### src/rtl/poly_fir_pkg.sv
package poly_fir_pkg;

   // Tap count of the per-lane polyphase structure
   localparam int TAPS = 4;

   // Which delay chain the current word updates
   typedef enum logic {
      PH_EVEN = 1'b0,
      PH_ODD  = 1'b1
   } phase_e;

   // Multiplier implementation selector
   localparam int MUL_DIRECT    = 0;
   localparam int MUL_SHIFT_ADD = 1;

endpackage

### src/rtl/poly_coef_bank.sv
module poly_coef_bank
   import poly_fir_pkg::*;
#(
   parameter int LANES  = 4,
   parameter int COEF_W = 12,
   parameter int ADDR_W = 4
) (
   input  logic                            clk,
   input  logic                            rst,
   input  logic                            wr_en,
   input  logic [ADDR_W-1:0]               wr_addr,
   input  logic [COEF_W-1:0]               wr_data,
   output logic [LANES*TAPS*COEF_W-1:0]    coef_flat
);

   localparam int NCOEF = LANES * TAPS;

   generate
      if (NCOEF > (1 << ADDR_W)) begin : g_bad_addr
         $error("poly_coef_bank: address too narrow for coefficient count");
      end
   endgenerate

   // One register per coefficient, index = lane*TAPS + tap
   for (genvar i = 0; i < NCOEF; i++) begin : g_entry
      logic [COEF_W-1:0] c_q;
      always_ff @(posedge clk) begin
         if (rst) begin
            c_q <= '0;
         end else if (wr_en && (wr_addr == ADDR_W'(i))) begin
            c_q <= wr_data;
         end
      end
      assign coef_flat[i*COEF_W +: COEF_W] = c_q;
   end

endmodule

### src/rtl/poly_tap_slice.sv
module poly_tap_slice
   import poly_fir_pkg::*;
#(
   parameter int SAMPLE_W  = 8,
   parameter int COEF_W    = 12,
   parameter int SLICE_LSB = 12,
   parameter int MUL_STYLE = MUL_DIRECT
) (
   input  logic [SAMPLE_W-1:0] sample,
   input  logic [COEF_W-1:0]   coef,
   output logic [SAMPLE_W-1:0] scaled
);

   localparam int PROD_W = SAMPLE_W + COEF_W;

   generate
      if (SLICE_LSB + SAMPLE_W > PROD_W) begin : g_bad_slice
         $error("poly_tap_slice: slice window exceeds product width");
      end
   endgenerate

   logic [PROD_W-1:0] prod;

   generate
      if (MUL_STYLE == MUL_SHIFT_ADD) begin : g_shift_add
         always_comb begin
            prod = '0;
            for (int b = 0; b < COEF_W; b++) begin
               if (coef[b]) begin
                  prod = prod + (PROD_W'(sample) << b);
               end
            end
         end
      end else begin : g_direct
         assign prod = PROD_W'(sample) * PROD_W'(coef);
      end
   endgenerate

   // Fixed window of the product, starting at SLICE_LSB
   assign scaled = SAMPLE_W'(prod >> SLICE_LSB);

endmodule

### src/rtl/poly_lane.sv
module poly_lane
   import poly_fir_pkg::*;
#(
   parameter int SAMPLE_W  = 8,
   parameter int COEF_W    = 12,
   parameter int SLICE_LSB = 12,
   parameter int MUL_STYLE = MUL_DIRECT
) (
   input  logic                     clk,
   input  logic                     rst,
   input  logic                     adv,
   input  phase_e                   phase,
   input  logic [SAMPLE_W-1:0]      sample,
   input  logic [TAPS*COEF_W-1:0]   coefs,
   output logic [SAMPLE_W-1:0]      y
);

   localparam int DEPTH = TAPS - 1;

   logic [SAMPLE_W-1:0] s [TAPS];
   logic [SAMPLE_W-1:0] ev_q [DEPTH];
   logic [SAMPLE_W-1:0] od_q [DEPTH];

   for (genvar t = 0; t < TAPS; t++) begin : g_tap
      poly_tap_slice #(
         .SAMPLE_W  (SAMPLE_W),
         .COEF_W    (COEF_W),
         .SLICE_LSB (SLICE_LSB),
         .MUL_STYLE (MUL_STYLE)
      ) u_slice (
         .sample (sample),
         .coef   (coefs[t*COEF_W +: COEF_W]),
         .scaled (s[t])
      );
   end

   // Forward chain uses taps in order, reverse chain mirrors them
   always_comb begin
      if (phase == PH_ODD) begin
         y = od_q[0] + s[TAPS-1];
      end else begin
         y = ev_q[0] + s[0];
      end
   end

   always_ff @(posedge clk) begin
      if (rst) begin
         for (int i = 0; i < DEPTH; i++) begin
            ev_q[i] <= '0;
            od_q[i] <= '0;
         end
      end else if (adv) begin
         if (phase == PH_ODD) begin
            for (int i = 0; i < DEPTH - 1; i++) begin
               od_q[i] <= od_q[i+1] + s[TAPS-2-i];
            end
            od_q[DEPTH-1] <= s[0];
         end else begin
            for (int i = 0; i < DEPTH - 1; i++) begin
               ev_q[i] <= ev_q[i+1] + s[i+1];
            end
            ev_q[DEPTH-1] <= s[TAPS-1];
         end
      end
   end

endmodule

### src/rtl/poly_out_stage.sv
module poly_out_stage #(
   parameter int DATA_W = 32
) (
   input  logic              clk,
   input  logic              rst,
   input  logic              load,
   input  logic [DATA_W-1:0] din,
   input  logic              din_last,
   input  logic              out_ready,
   output logic              space,
   output logic              out_valid,
   output logic [DATA_W-1:0] out_data,
   output logic              out_last
);

   assign space = !out_valid || out_ready;

   always_ff @(posedge clk) begin
      if (rst) begin
         out_valid <= 1'b0;
         out_data  <= '0;
         out_last  <= 1'b0;
      end else if (load) begin
         out_valid <= 1'b1;
         out_data  <= din;
         out_last  <= din_last;
      end else if (out_ready) begin
         out_valid <= 1'b0;
      end
   end

endmodule

### src/rtl/poly_fir_lanes.sv
module poly_fir_lanes
   import poly_fir_pkg::*;
#(
   parameter int LANES     = 4,
   parameter int SAMPLE_W  = 8,
   parameter int COEF_W    = 12,
   parameter int SLICE_LSB = 12,
   parameter int MUL_STYLE = MUL_DIRECT
) (
   input  logic                               clk,
   input  logic                               rst,
   input  logic                               cfg_we,
   input  logic [$clog2(LANES*TAPS)-1:0]      cfg_addr,
   input  logic [COEF_W-1:0]                  cfg_data,
   input  logic                               in_valid,
   output logic                               in_ready,
   input  logic [LANES*SAMPLE_W-1:0]          in_data,
   input  logic                               in_last,
   output logic                               out_valid,
   input  logic                               out_ready,
   output logic [LANES*SAMPLE_W-1:0]          out_data,
   output logic                               out_last
);

   localparam int DATA_W  = LANES * SAMPLE_W;
   localparam int ADDR_W  = $clog2(LANES * TAPS);
   localparam int LANE_CW = TAPS * COEF_W;

   generate
      if (LANES < 1) begin : g_bad_lanes
         $error("poly_fir_lanes: LANES must be at least 1");
      end
      if (MUL_STYLE != MUL_DIRECT && MUL_STYLE != MUL_SHIFT_ADD) begin : g_bad_mul
         $error("poly_fir_lanes: unknown MUL_STYLE");
      end
   endgenerate

   logic                       accept;
   logic                       space;
   phase_e                     phase_q;
   logic [LANES*LANE_CW-1:0]   coef_flat;
   logic [DATA_W-1:0]          result;

   assign in_ready = space;
   assign accept   = in_valid && space;

   poly_coef_bank #(
      .LANES  (LANES),
      .COEF_W (COEF_W),
      .ADDR_W (ADDR_W)
   ) u_coefs (
      .clk       (clk),
      .rst       (rst),
      .wr_en     (cfg_we),
      .wr_addr   (cfg_addr),
      .wr_data   (cfg_data),
      .coef_flat (coef_flat)
   );

   for (genvar k = 0; k < LANES; k++) begin : g_lane
      poly_lane #(
         .SAMPLE_W  (SAMPLE_W),
         .COEF_W    (COEF_W),
         .SLICE_LSB (SLICE_LSB),
         .MUL_STYLE (MUL_STYLE)
      ) u_lane (
         .clk    (clk),
         .rst    (rst),
         .adv    (accept),
         .phase  (phase_q),
         .sample (in_data[k*SAMPLE_W +: SAMPLE_W]),
         .coefs  (coef_flat[k*LANE_CW +: LANE_CW]),
         .y      (result[k*SAMPLE_W +: SAMPLE_W])
      );
   end

   always_ff @(posedge clk) begin
      if (rst) begin
         phase_q <= PH_EVEN;
      end else if (accept) begin
         phase_q <= (phase_q == PH_EVEN) ? PH_ODD : PH_EVEN;
      end
   end

   poly_out_stage #(
      .DATA_W (DATA_W)
   ) u_out (
      .clk       (clk),
      .rst       (rst),
      .load      (accept),
      .din       (result),
      .din_last  (in_last),
      .out_ready (out_ready),
      .space     (space),
      .out_valid (out_valid),
      .out_data  (out_data),
      .out_last  (out_last)
   );

endmodule

### config.mk
export PLATFORM = sky130hd
export DESIGN_NAME = poly_fir_lanes
export DESIGN_NICKNAME = d
export VERILOG_FILES = /design/src/rtl/poly_fir_pkg.sv /design/src/rtl/poly_coef_bank.sv /design/src/rtl/poly_tap_slice.sv /design/src/rtl/poly_lane.sv /design/src/rtl/poly_out_stage.sv /design/src/rtl/poly_fir_lanes.sv
export SDC_FILE = /design/constraint.sdc
export NUM_CORES = 2
export LEC_CHECK = 0
export BUFFER_PORTS_ARGS = -buffer_cell sky130_fd_sc_hd__buf_2
export CAP_MARGIN = 10
export CORE_AREA = 2 2 347 349
export DETAILED_ROUTE_END_ITERATION = 7
export DIE_AREA = 0 0 349 351
export PLACE_DENSITY = 0.79
export SYNTH_ARGS = -nofsm -noshare
export SYNTH_HDL_FRONTEND = slang
export SYNTH_SLANG_ARGS = --single-unit
### constraint.sdc
create_clock -name clk -period 13.6 [get_ports clk]
set_input_delay 2.72 -clock clk [delete_from_list [all_inputs] [get_ports clk]]
set_output_delay 2.72 -clock clk [all_outputs]
set_load 0.01 [all_outputs]
==> key figures <==
Timing
  – RSZ-0062 raised after global routing: false
  – Hold Vio Cnt, Final: 0
  – Peak Freq: roughly 110 MHz
  – Max-slew violations: 0
  – Final setup fails: 0
  – Slew headroom: 28.23%
  – Final TNS setup: 0 ns
  – Fin crit period: between 9 and 10 ns
  – Min Hold Slack: between 0.4 and 0.5 ns
  – Final Cycle Share: 67.99%
  – Worst clock skew: between 0.03 and 0.04 ns
  – Worst-margin pin slew: between 1 and 1.5 ns

Synthesis
  – Largest area contributor in the netlist: fa_1
  – Proportion of netlist area held by the largest area contributor: between 20% and 30%
  – Mapped Nets: between 8000 and 9000
  – Post-synthesis area per instance: 9.193 µm²
  – Netlist cell types: 67
  – Post-Syn Area: between 0.06 and 0.07 mm²
  – Cell count after synthesis: slightly above 7000
  – Area contributors post-synth: fa_1 (30%), ha_1 (15%), and2_1 (11%)
  – Main synth FF type: dfxtp_1
  – Post-synth EDFFs: 192
  – Synth Warn #: 0
  – Number of synthesized register bits: approximately 420
  – Top cells by count, synth: inv_1 (1208), and2_1 (1120), fa_1 (968)
  – Most numerous cell in the Yosys netlist: inv_1
  – Ys async rst share: 0%
  – Sequential fraction of the synthesis area: between 10% and 20%

CTS
  – Clock Tree Buf Depth: 3
  – CTS buffer count: slightly above 50
  – Clock tree from TritonCTS: yes
  – CTS resizes: 0
  – Clock Latency Late Sink: between 0.6 and 0.7 ns
  – CTS root buf: clkbuf_16
  – # Post-CTS Setup Buffers: 0
  – Clock Pin Slew Worst Setup and Hold Paths: around 0.06 ns
  – H-tree depth: 2
  – Clock sink total: ~420
  – Hold-fix buffers at CTS: 0

Cells and area
  – Final #Nets: 8731
  – Area grow syn2layout: 5.055%
  – Share of cells above drive strength 1: approximately 3.4%
  – Post-layout util: 57.36%
  – Final std cells w/o fill: 8533

Placement
  – GPL Wtd Cong: ~0.87
  – Buffers on Ports: between 80 and 90
  – Cells after DPL: around 8400
  – HPWL after DPL: about 110000 µm

Detailed routing
  – Initial DRC Count: 3349
  – DR WL/cell: around 18 µm
  – DRT Wirelength: about 150000 µm
  – Vias post-DR: roughly 47000
  – Vias/cell: 5.492
  – DR DRC count: 0
  – First-pass DRT Iterations: 6
  – Final ANT Viol Nets: 0

Die
  – Die Y: between 300 and 400 µm
  – Core Area: 0.1190 mm²
  – Die footprint: 0.1225 mm²
  – Die W: 349 µm
  – # IOs: between 80 and 90
  – Starting Density: between 50% and 60%
  – Core Rows: 127

Power
  – Static leakage: 0.03552 µW
  – Pwr dens: roughly 51 mW/mm²
  – Peak supply drop: a little over 0.00009 V
  – Total Power: between 3000 and 4000 µW

Global routing
  – First-pass GRT wire length: between 200000 and 300000 µm
  – Vias in the first global route: approximately 50000
  – Antenna violations before repair: 9
  – Grt total ovfl: 0
  – Largest net degree at the start of global routing: 80
  – GRT Total Usage: between 20% and 30%

Worst setup path
  – Worst setup path class: in -> reg
  – Crit end category: register
  – WP data required: roughly 14 ns
  – CP Max Fanout: 48
  – WP data arrival: 9.77 ns
  – Startpoint Class: input pin
  – Worst path cell trace: buf_2 -> and2_1 -> fa_1 -> fa_1 -> fa_1 -> inv_1 -> fa_1 -> inv_1 -> ha_1 -> or3_1 -> a2111oi_0 -> nor3_1 -> a21oi_1 -> xnor2_1 -> ha_1 -> a21o_1 -> a21oi_1 -> o21bai_1 -> a21oi_1 -> o21bai_1 -> a21oi_1 -> xnor2_1 -> xnor3_1 -> o221ai_1
  – CP max-delay cell: buf_2
  – Max incr delay on CP: between 0.7 and 0.8 ns

Min path
  – Tightest Hold Check Type: reg -> reg

Flow run
  – Max_cap viols: 0

Run status
  – Status: finished clean
-- cells in the final DEF, fill, tap and decap left out, types with 9 or more instances in the layout --
cell       instances
o21ai_0           61
and3_1            22
nand2_1          673
mux2i_1          116
o21bai_1          61
or2_2              9
o21a_1            26
a21oi_1          257
buf_2             87
a2111oi_0          9
xnor2_1          182
xor2_1            57
ha_1             768
and2_1          1119
or3_1             13
edfxtp_1         192
clkbuf_16         51
xnor3_1           20
dfxtp_1          226
nand4_1           12
a21o_1            41
nor2b_1           45
nand2b_1          37
nand4b_1          11
fa_1             968
a211oi_1          32
o211ai_1          19
nor2_1           390
buf_4             24
inv_1           1208
nand3_1           43
nor3_1            75
-- layout make-up --
| class | instances | area [µm²] |
|---|---|---|
| clock buffers | 69 | 1419 |
| multi-input cells | 5149 | 49070 |
| clock inverters | 25 | 350.3 |
| inverters | 1208 | 4534 |
| fillers | 9973 | 50750 |
| diodes | 3 | 7.507 |
| well taps | 1548 | 1937 |
| repair buffers | 112 | 629.4 |
| flip-flops and latches | 419 | 10310 |
-- path summary, 6_finish.rpt --
kind              cells past startpoint  slack [ns]                                    from                              end
setup / recovery                     24        4.35                              in_data[3]   u_out.out_data[7]$_SDFFE_PP0P_
hold reg to reg                       2        0.46             u_out.out_last$_SDFFE_PP0P_      u_out.out_last$_SDFFE_PP0P_
hold / removal                        2        0.46             u_out.out_last$_SDFFE_PP0P_      u_out.out_last$_SDFFE_PP0P_
setup reg to reg                     27        6.65  u_coefs.g_entry[7].c_q[4]$_SDFFE_PP0P_  u_out.out_data[15]$_SDFFE_PP0P_
-- critical path: cells and delay by family --
family	cells	cell delay [ns]
xor+xnor	3	0.72
compound gates	9	2.14
buf+inv	3	0.82
simple gates	3	0.91
fa+ha+maj	6	2.44
-- where the power goes --
part / total, µW / leakage, µW / internal [µW] / switching [µW]
clock network: 1490 / 0.000859 / 868 / 621
logic: 555 / 0.0308 / 182 / 372
registers: 1420 / 0.00388 / 1370 / 46.9
-- cells by family after synthesis --
| logic type | after synthesis | share of synthesized area, % |
|---|---|---|
| fa+ha+maj | 1736 | 44.61 |
| flops | 419 | 15.87 |
| mux | 116 | 1.787 |
| compound gates | 571 | 5.663 |
| buf+inv | 1500 | 8.677 |
| xor+xnor | 259 | 3.915 |
| simple gates | 2467 | 19.48 |
-- metal layers --
| layer | global-route usage, % | share of wire, % |
|---|---|---|
| met1 | 33.62 | 42 |
| met2 | 44.34 | 48 |
| met3 | 4.500 | 7.1 |
| met4 | 7.363 | 2.7 |
| met5 | 0 | 0.046 |
-- stage by stage --
step / cell area (µm²) / worst slack, ns
after floorplan: 64980 / 4.888
after global placement: 66480 / 3.910
after detailed placement: 66480 / 3.790
after CTS: 68250 / 4.441
after global routing: 68260 / 4.045
final: 68260 / 4.354
-- state kept, by name (all words and copies together), names as in the netlist --
register / count
g_lane.u_lane.od_q: 96
g_lane.u_lane.ev_q: 96
u_out.out_valid: 1
u_coefs.g_entry.c_q: 192
phase_q: 1
u_out.out_last: 1
u_out.out_data: 32
Power figures use the tool's default switching activity.
